$ cat config.mk
export PLATFORM = sky130hd
export DESIGN_NAME = xlat_cache
export DESIGN_NICKNAME = d
export VERILOG_FILES = /design/src/rtl/xlat_pkg.sv /design/src/rtl/xlat_cam.sv /design/src/rtl/xlat_victim.sv /design/src/rtl/xlat_cache.sv
export SDC_FILE = /design/constraint.sdc
export NUM_CORES = 1
export LEC_CHECK = 0
export CAP_MARGIN = 20
export CORE_ASPECT_RATIO = 1.75
export CORE_MARGIN = 4
export CORE_UTILIZATION = 64
export DETAILED_ROUTE_END_ITERATION = 12
export MAX_ROUTING_LAYER = met4
export PLACE_DENSITY = 0.85
export SLEW_MARGIN = 20
export SYNTH_ARGS = -nofsm -noshare
export SYNTH_HDL_FRONTEND = slang
export SYNTH_HIERARCHICAL = 1
export SYNTH_SLANG_ARGS = --single-unit
$ cat constraint.sdc
create_clock -name clk -period 13.59 [get_ports clk]
set_input_delay 2.718 -clock clk [delete_from_list [all_inputs] [get_ports clk]]
set_output_delay 2.718 -clock clk [all_outputs]
set_load 0.005 [all_outputs]
$ cat src/rtl/xlat_pkg.sv
// Shared widths and the controller state type for the address translation cache.
// Assumes 4 KiB pages, 32-bit virtual and 30-bit physical addresses.
package xlat_pkg;
    localparam int VA_W  = 32;
    localparam int OFF_W = 12;
    localparam int VPN_W = VA_W - OFF_W;
    localparam int PPN_W = 18;
    localparam int PA_W  = PPN_W + OFF_W;
    localparam int PTE_VALID_BIT = 31;

    typedef enum logic [1:0] {
        ST_IDLE  = 2'd0,
        ST_CHECK = 2'd1,
        ST_WAIT  = 2'd2,
        ST_FAULT = 2'd3
    } xlat_state_e;
endpackage

$ cat src/rtl/xlat_cam.sv
// Fully associative store of page translations: every tag is compared with the
// lookup page number in parallel, and at most one entry is expected to match.
// Assumes that refills only happen after a miss, so tags never repeat.
module xlat_cam
    import xlat_pkg::*;
#(
    parameter int DEPTH = 16,
    localparam int IDXW = $clog2(DEPTH)
) (
    input  logic             clk,
    input  logic             rst_n,
    input  logic [VPN_W-1:0] lk_vpn,
    output logic             hit,
    output logic [PPN_W-1:0] hit_ppn,
    input  logic             clr,
    input  logic             wr_en,
    input  logic [IDXW-1:0]  wr_idx,
    input  logic [VPN_W-1:0] wr_vpn,
    input  logic [PPN_W-1:0] wr_ppn,
    output logic [DEPTH-1:0] valid_o
);
    logic [DEPTH-1:0] valid_q;
    logic [VPN_W-1:0] tag_q [DEPTH];
    logic [PPN_W-1:0] ppn_q [DEPTH];
    logic [DEPTH-1:0] match;

    // Valid bits: clear wins over a refill in the same cycle.
    always_ff @(posedge clk) begin
        if (!rst_n)     valid_q <= '0;
        else if (clr)   valid_q <= '0;
        else if (wr_en) valid_q[wr_idx] <= 1'b1;
    end

    generate
        for (genvar g = 0; g < DEPTH; g++) begin : g_ent
            // Entry payload: loaded on a refill into this slot.
            always_ff @(posedge clk) begin
                if (wr_en && wr_idx == IDXW'(g)) begin
                    tag_q[g] <= wr_vpn;
                    ppn_q[g] <= wr_ppn;
                end
            end
            assign match[g] = valid_q[g] && (tag_q[g] == lk_vpn);
        end
    endgenerate

    // Merge the matching entry's page number (one-hot select by OR).
    always_comb begin
        hit_ppn = '0;
        for (int i = 0; i < DEPTH; i++)
            if (match[i]) hit_ppn = hit_ppn | ppn_q[i];
    end

    assign hit     = |match;
    assign valid_o = valid_q;


    clr_empties_chk: assert property (@(posedge clk) disable iff (!rst_n)
        clr |=> (valid_q == '0));


    single_match_chk: assert property (@(posedge clk) disable iff (!rst_n)
        $onehot0(match));
endmodule

$ cat src/rtl/xlat_victim.sv
// Chooses the slot for the next refill: the lowest free slot if any, else a
// pseudo-random slot from a 16-bit Galois LFSR that steps every cycle.
// Assumes DEPTH is a power of two no larger than 2^16.
module xlat_victim #(
    parameter int DEPTH = 16,
    localparam int IDXW = $clog2(DEPTH)
) (
    input  logic             clk,
    input  logic             rst_n,
    input  logic [DEPTH-1:0] valid_i,
    output logic [IDXW-1:0]  victim_idx
);
    logic [15:0]     lfsr_q;
    logic [IDXW-1:0] free_idx;
    logic            any_free;

    // LFSR: free-running pseudo-random source.
    always_ff @(posedge clk) begin
        if (!rst_n) lfsr_q <= 16'hACE1;
        else        lfsr_q <= {1'b0, lfsr_q[15:1]} ^ (lfsr_q[0] ? 16'hB400 : 16'h0000);
    end

    // Priority search for the lowest-numbered free slot.
    always_comb begin
        free_idx = '0;
        for (int i = DEPTH - 1; i >= 0; i--)
            if (!valid_i[i]) free_idx = IDXW'(i);
    end

    assign any_free   = ~&valid_i;
    assign victim_idx = any_free ? free_idx : lfsr_q[IDXW-1:0];


    free_slot_first_chk: assert property (@(posedge clk) disable iff (!rst_n)
        any_free |-> !valid_i[victim_idx]);
endmodule

$ cat src/rtl/xlat_cache.sv
// Address translation cache with a single-level page-table walker.
// A request is looked up the cycle after acceptance; a miss issues one read of
// base + vpn*4, installs a valid entry and retries, or reports a fault.
// Assumes the memory returns exactly one data beat per read request.
module xlat_cache
    import xlat_pkg::*;
#(
    parameter int DEPTH = 16
) (
    input  logic        clk,
    input  logic        rst_n,
    input  logic        req_valid,
    input  logic [31:0] req_vaddr,
    output logic        req_ready,
    output logic        rsp_valid,
    output logic [29:0] rsp_paddr,
    output logic        rsp_fault,
    input  logic        flush,
    input  logic        ptr_we,
    input  logic [31:0] ptr_wdata,
    output logic        mem_rd_valid,
    output logic [31:0] mem_rd_addr,
    input  logic        mem_rd_data_valid,
    input  logic [31:0] mem_rd_data
);
    localparam int IDXW = $clog2(DEPTH);

    xlat_state_e      state_q, state_d;
    logic [VA_W-1:0]  vaddr_q;
    logic [31:0]      ptr_q;
    logic             stale_q;
    logic             clr, accept, hit, fill, stale_now, pte_ok;
    logic [PPN_W-1:0] hit_ppn;
    logic [DEPTH-1:0] valid_vec;
    logic [IDXW-1:0]  victim_idx;
    logic [VPN_W-1:0] cur_vpn;

    assign clr       = flush | ptr_we;
    assign req_ready = (state_q == ST_IDLE);
    assign accept    = req_valid & req_ready;
    assign cur_vpn   = vaddr_q[VA_W-1:OFF_W];
    assign pte_ok    = mem_rd_data[PTE_VALID_BIT];
    assign stale_now = stale_q | clr;
    assign fill      = (state_q == ST_WAIT) && mem_rd_data_valid && pte_ok && !stale_now;

    xlat_cam #(.DEPTH(DEPTH)) i_cam (
        .clk     (clk),
        .rst_n   (rst_n),
        .lk_vpn  (cur_vpn),
        .hit     (hit),
        .hit_ppn (hit_ppn),
        .clr     (clr),
        .wr_en   (fill),
        .wr_idx  (victim_idx),
        .wr_vpn  (cur_vpn),
        .wr_ppn  (mem_rd_data[PPN_W-1:0]),
        .valid_o (valid_vec)
    );

    xlat_victim #(.DEPTH(DEPTH)) i_victim (
        .clk        (clk),
        .rst_n      (rst_n),
        .valid_i    (valid_vec),
        .victim_idx (victim_idx)
    );

    // Next-state logic of the request / walk controller.
    always_comb begin
        state_d = state_q;
        unique case (state_q)
            ST_IDLE:  if (accept) state_d = ST_CHECK;
            ST_CHECK: state_d = hit ? ST_IDLE : ST_WAIT;
            ST_WAIT:  if (mem_rd_data_valid)
                          state_d = (pte_ok || stale_now) ? ST_CHECK : ST_FAULT;
            ST_FAULT: state_d = ST_IDLE;
            default:  state_d = ST_IDLE;
        endcase
    end

    // Controller state, request capture and base register.
    always_ff @(posedge clk) begin
        if (!rst_n) begin
            state_q <= ST_IDLE;
            vaddr_q <= '0;
            ptr_q   <= '0;
        end else begin
            state_q <= state_d;
            if (accept) vaddr_q <= req_vaddr;
            if (ptr_we) ptr_q   <= ptr_wdata;
        end
    end

    // Marks an outstanding walk whose result predates a flush or base write.
    always_ff @(posedge clk) begin
        if (!rst_n)                    stale_q <= 1'b0;
        else if (state_q == ST_CHECK)  stale_q <= clr;
        else if (state_q == ST_WAIT)   stale_q <= stale_q | clr;
        else                           stale_q <= 1'b0;
    end

    assign mem_rd_valid = (state_q == ST_CHECK) && !hit;
    assign mem_rd_addr  = ptr_q + {10'b0, cur_vpn, 2'b00};
    assign rsp_valid    = ((state_q == ST_CHECK) && hit) || (state_q == ST_FAULT);
    assign rsp_fault    = (state_q == ST_FAULT);
    assign rsp_paddr    = ((state_q == ST_CHECK) && hit) ? {hit_ppn, vaddr_q[OFF_W-1:0]} : '0;


    busy_after_accept_chk: assert property (@(posedge clk) disable iff (!rst_n)
        (req_valid && req_ready) |=> !req_ready);


    idle_after_rsp_chk: assert property (@(posedge clk) disable iff (!rst_n)
        rsp_valid |=> req_ready);


    hit_no_fetch_chk: assert property (@(posedge clk) disable iff (!rst_n)
        (rsp_valid && !rsp_fault) |-> !mem_rd_valid);


    fetch_pulse_chk: assert property (@(posedge clk) disable iff (!rst_n)
        mem_rd_valid |=> !mem_rd_valid);


    fault_no_fill_chk: assert property (@(posedge clk) disable iff (!rst_n)
        rsp_fault |-> $stable(valid_vec) || (valid_vec == '0));
endmodule

==> results.cfg <==
[clock_network]
tritoncts = built
ctsHoldBuffers = 0
cts_resized = 0
clk_pin_slew_worst_paths_ns = 0.07
clock_latency_ns = 0.61
cts_buffers = 57
htreeDepth = 2
cts.path.max_buffers = 3
postCtsSetupRepairBufs = 0
cts_root_buf = clkbuf_16
cts.sinks = 707

[synthesis]
syn_area_sq_um = 30100
ys_types = 61
syn-num-nets = 2222
yosysWarnings = 6
synth_edf_count = 608
synth_flop_cell = edfxtp_1
synth_async_sr_flop_share_pct = 0
syn-mean-instance-area_sq_um = 14.3
ys_ff_latch = 707
seq_area_frac_synth_pct = 67.3
syn_inst = 2099

[run]
cap_violations = 0

[route]
routed_via_density = 6.54
route.final.wire_length_microns = 75600
dr.pass1.iters = 6
drt_iter0_drc = 1999
drtAntennaViolNets = 0
num_vias = 18900
wl_per_cell_microns = 26.1
drc = 0

[critical_path]
critPathLaunchType = flop
r2r-end = state_q[1]$_SDFFE_PN0P_
r2r_setup_slack_ns = 10.05
crit_fanout = 24
rr_worst_depth = 10
required_ns = 10.87
crit_path_cell_trace = buf_4 > xor2_1 > nor4_1 > and3_1 > a22o_1 > a221oi_1 > nand4_1 > and3b_1 > buf_8 > and2_1 > clkdlybuf4s50_1
slowest_stage = and3_1
worst-setup-path-type = flop to primary output
critPathMaxStageDelay_ns = 0.96
worstPathArrival_ns = 5.13
startpoint = vaddr_q[30]$_SDFFE_PN0P_
cp-end-kind = primary output
reg2reg_from = vaddr_q[18]$_SDFFE_PN0P_

[finish]
drive_gt1_share_pct = 9.61
fillers = 2761
design_area_sq_um = 34000
num-nets-final = 2384
layoutNonFillerInstCount = 2894
syn_to_final_growth_pct = 13.0

[die]
die-area_sq_um = 50600
initial_core_util_pct = 65.1
row_count = 104
die_height_microns = 295
io_pins = 168
fp.dieW_microns = 172
core_sq_um = 46200

[timing]
fmax_ghz = 0.127
final.setup.tns_ns = 0
worst_slack_ns = 5.74
slew_viol_final = 0
slew_headroom_pct = 13.9
period_minus_slack_ns = 7.85
tightest_slew_ns = 1.29
hold_viol_final = 0
fin_worst_skew_ns = 0.0196
setup_viol = 0
fin_crit_sh_pct = 57.8
rsz0062_at_grt = false

[placement]
port_buffers = 154
place_congestion = 0.868
dp_cells = 2784
hpwl_microns = 45100
place_ws_ns = 6.39
place_area_sq_um = 32000

[worst_hold_path]
worstHoldEndpoint = i_victim/lfsr_q[6]$_SDFF_PN1_
min_path_type = flop to flop
hold_path_depth = 1
hold_start = i_victim/lfsr_q[7]$_SDFF_PN1_

[global_routing]
grt_util_all_layers_pct = 30.8
grt_pass1_vias = 20100
antenna_found_initial = 1
grt_max_degree = 85
overflow = 0
grt_first_pass_wirelength_microns = 114000

[outcome]
status = finished clean

[power_and_ir_drop]
p_per_area_nw_per_um2 = 128
p_leak_nw = 11.4
peakVddDrop_uv = 129
-- where the power goes --
group	leakage, nW	switching [mW]	internal [mW]
Sequential	6.52	0.0245	2.37
Clock	0.930	0.758	0.928
Combinational	3.96	0.139	0.114
Total	11.4	0.922	3.41
-- synthesized netlist by cell type (all sizes together) (33+ instances only) --
library cell | n | area, sq um
edfxtp | 608 | 18300
dfxtp | 99 | 1980
nand2 | 88 | 330
xnor2 | 281 | 2460
a21boi | 33 | 248
nor2b | 39 | 244
xor2 | 71 | 622
buf | 96 | 923
nand4 | 125 | 782
mux2i | 33 | 330
and2 | 43 | 269
nand3 | 312 | 1560
-- cells by family (layout without fill, tap and decap cells) --
logic type / after synthesis / in the layout / synth area share [%]
AOI/OAI and AO/OA: 131 / 131 / 3.13
xor gates and xnor gates: 352 / 352 / 10.3
adders and majority gates: 21 / 21 / 0.899
buffers and inverters: 129 / 340 / 3.48
DFF: 707 / 707 / 67.3
muxes: 33 / 33 / 1.10
other: 0 / 1 / 0
and+or+nand+nor: 726 / 726 / 13.8
-- metrics by stage --
step / utilization [%] / hold WS [ns] / power (mW)
floorplan: - / 0.386 / 2.59
CTS: 73.4 / 0.426 / 4.35
global route: 73.5 / 0.435 / 4.46
detailed placement: 69.2 / 0.396 / 2.69
finish: 73.5 / 0.420 / 4.34
global placement: 69.1 / 0.391 / 2.68
-- final cells by class --
| type | instances | area, sq um | share of cell area [%] |
|---|---|---|---|
| flip-flops and latches | 707 | 20300 | 59.7 |
| multi-input cells | 1263 | 8900 | 26.2 |
| repair buffers | 218 | 2080 | 6.12 |
| clock buffers | 66 | 1530 | 4.51 |
| well taps | 583 | 729 | 2.15 |
| clock inverters | 42 | 397 | 1.17 |
| inverters | 14 | 52.6 | 0.155 |
| diodes | 1 | 2.50 | 0.00737 |
-- worst max-delay path, delay by kind of cell (launching register included) --
family	cells	cell delay (ns)
xor gates and xnor gates	1	0.13
DFF	1	0.51
buffers and inverters	3	1.19
and+or+nand+nor	5	2.33
AOI/OAI and AO/OA	2	0.32
-- worst max-delay path by stage --
stage | endpoint | slack (ns) | cells after the start
3_5_place_dp | rsp_paddr[27] | 6.39 | 11
6_report | rsp_paddr[27] | 5.74 | 11
4_1_cts | rsp_paddr[27] | 5.76 | 11
5_1_grt | rsp_paddr[27] | 5.46 | 11
3_3_place_gp | rsp_paddr[24] | 6.20 | 10
2_1_floorplan | i_cam/ppn_q[0][0]$_DFFE_PP_ | 6.49 | 5
-- layout by cell type (no fill, tap or decap), types with 6 or more instances in the layout --
cell type and instances:
mux2i_1 33, o21a_1 20, and2_1 42, nor4_1 16, clkdlybuf4s50_1 152, a21o_1 8
a31oi_1 6, buf_4 60, nand2_1 88, inv_1 14, nand2b_1 9, nor4_4 16
nand3_1 312, nor2_1 12, ha_1 20, bufinv_16 6, clkinv_2 14, clkinvlp_4 9
a21oi_1 20, a21boi_1 12, edfxtp_1 608, clkbuf_16 59, clkinv_1 7, or4_1 18
nor2b_1 39, dfxtp_1 79, nor2_4 12, and3_1 19, a21boi_0 21, xor2_1 71
dfxtp_2 20, xnor2_1 281, nand4_1 125
-- registers in the layout, indices dropped and copies added, names as in the netlist --
signal	flops
i_victim/lfsr_q	16
ptr_q	32
vaddr_q	32
i_cam/ppn_q	288
stale_q	1
i_cam/tag_q	320
i_cam/valid_o	16
state_q	2
-- routing by layer --
layer / part of all wire (%) / global-route usage, % / vias to the layer above / wire, microns
li1: - / - / 8127 / -
met1: 33 / 34.1 / 9215 / 24900
met2: 52 / 52.9 / 1236 / 39500
met3: 8.7 / 4.46 / 337 / 6580
met4: 6.1 / 17.4 / 0 / 4610
met5: 0 / - / - / 0
Note: power is estimated with default switching activity, not from simulation.
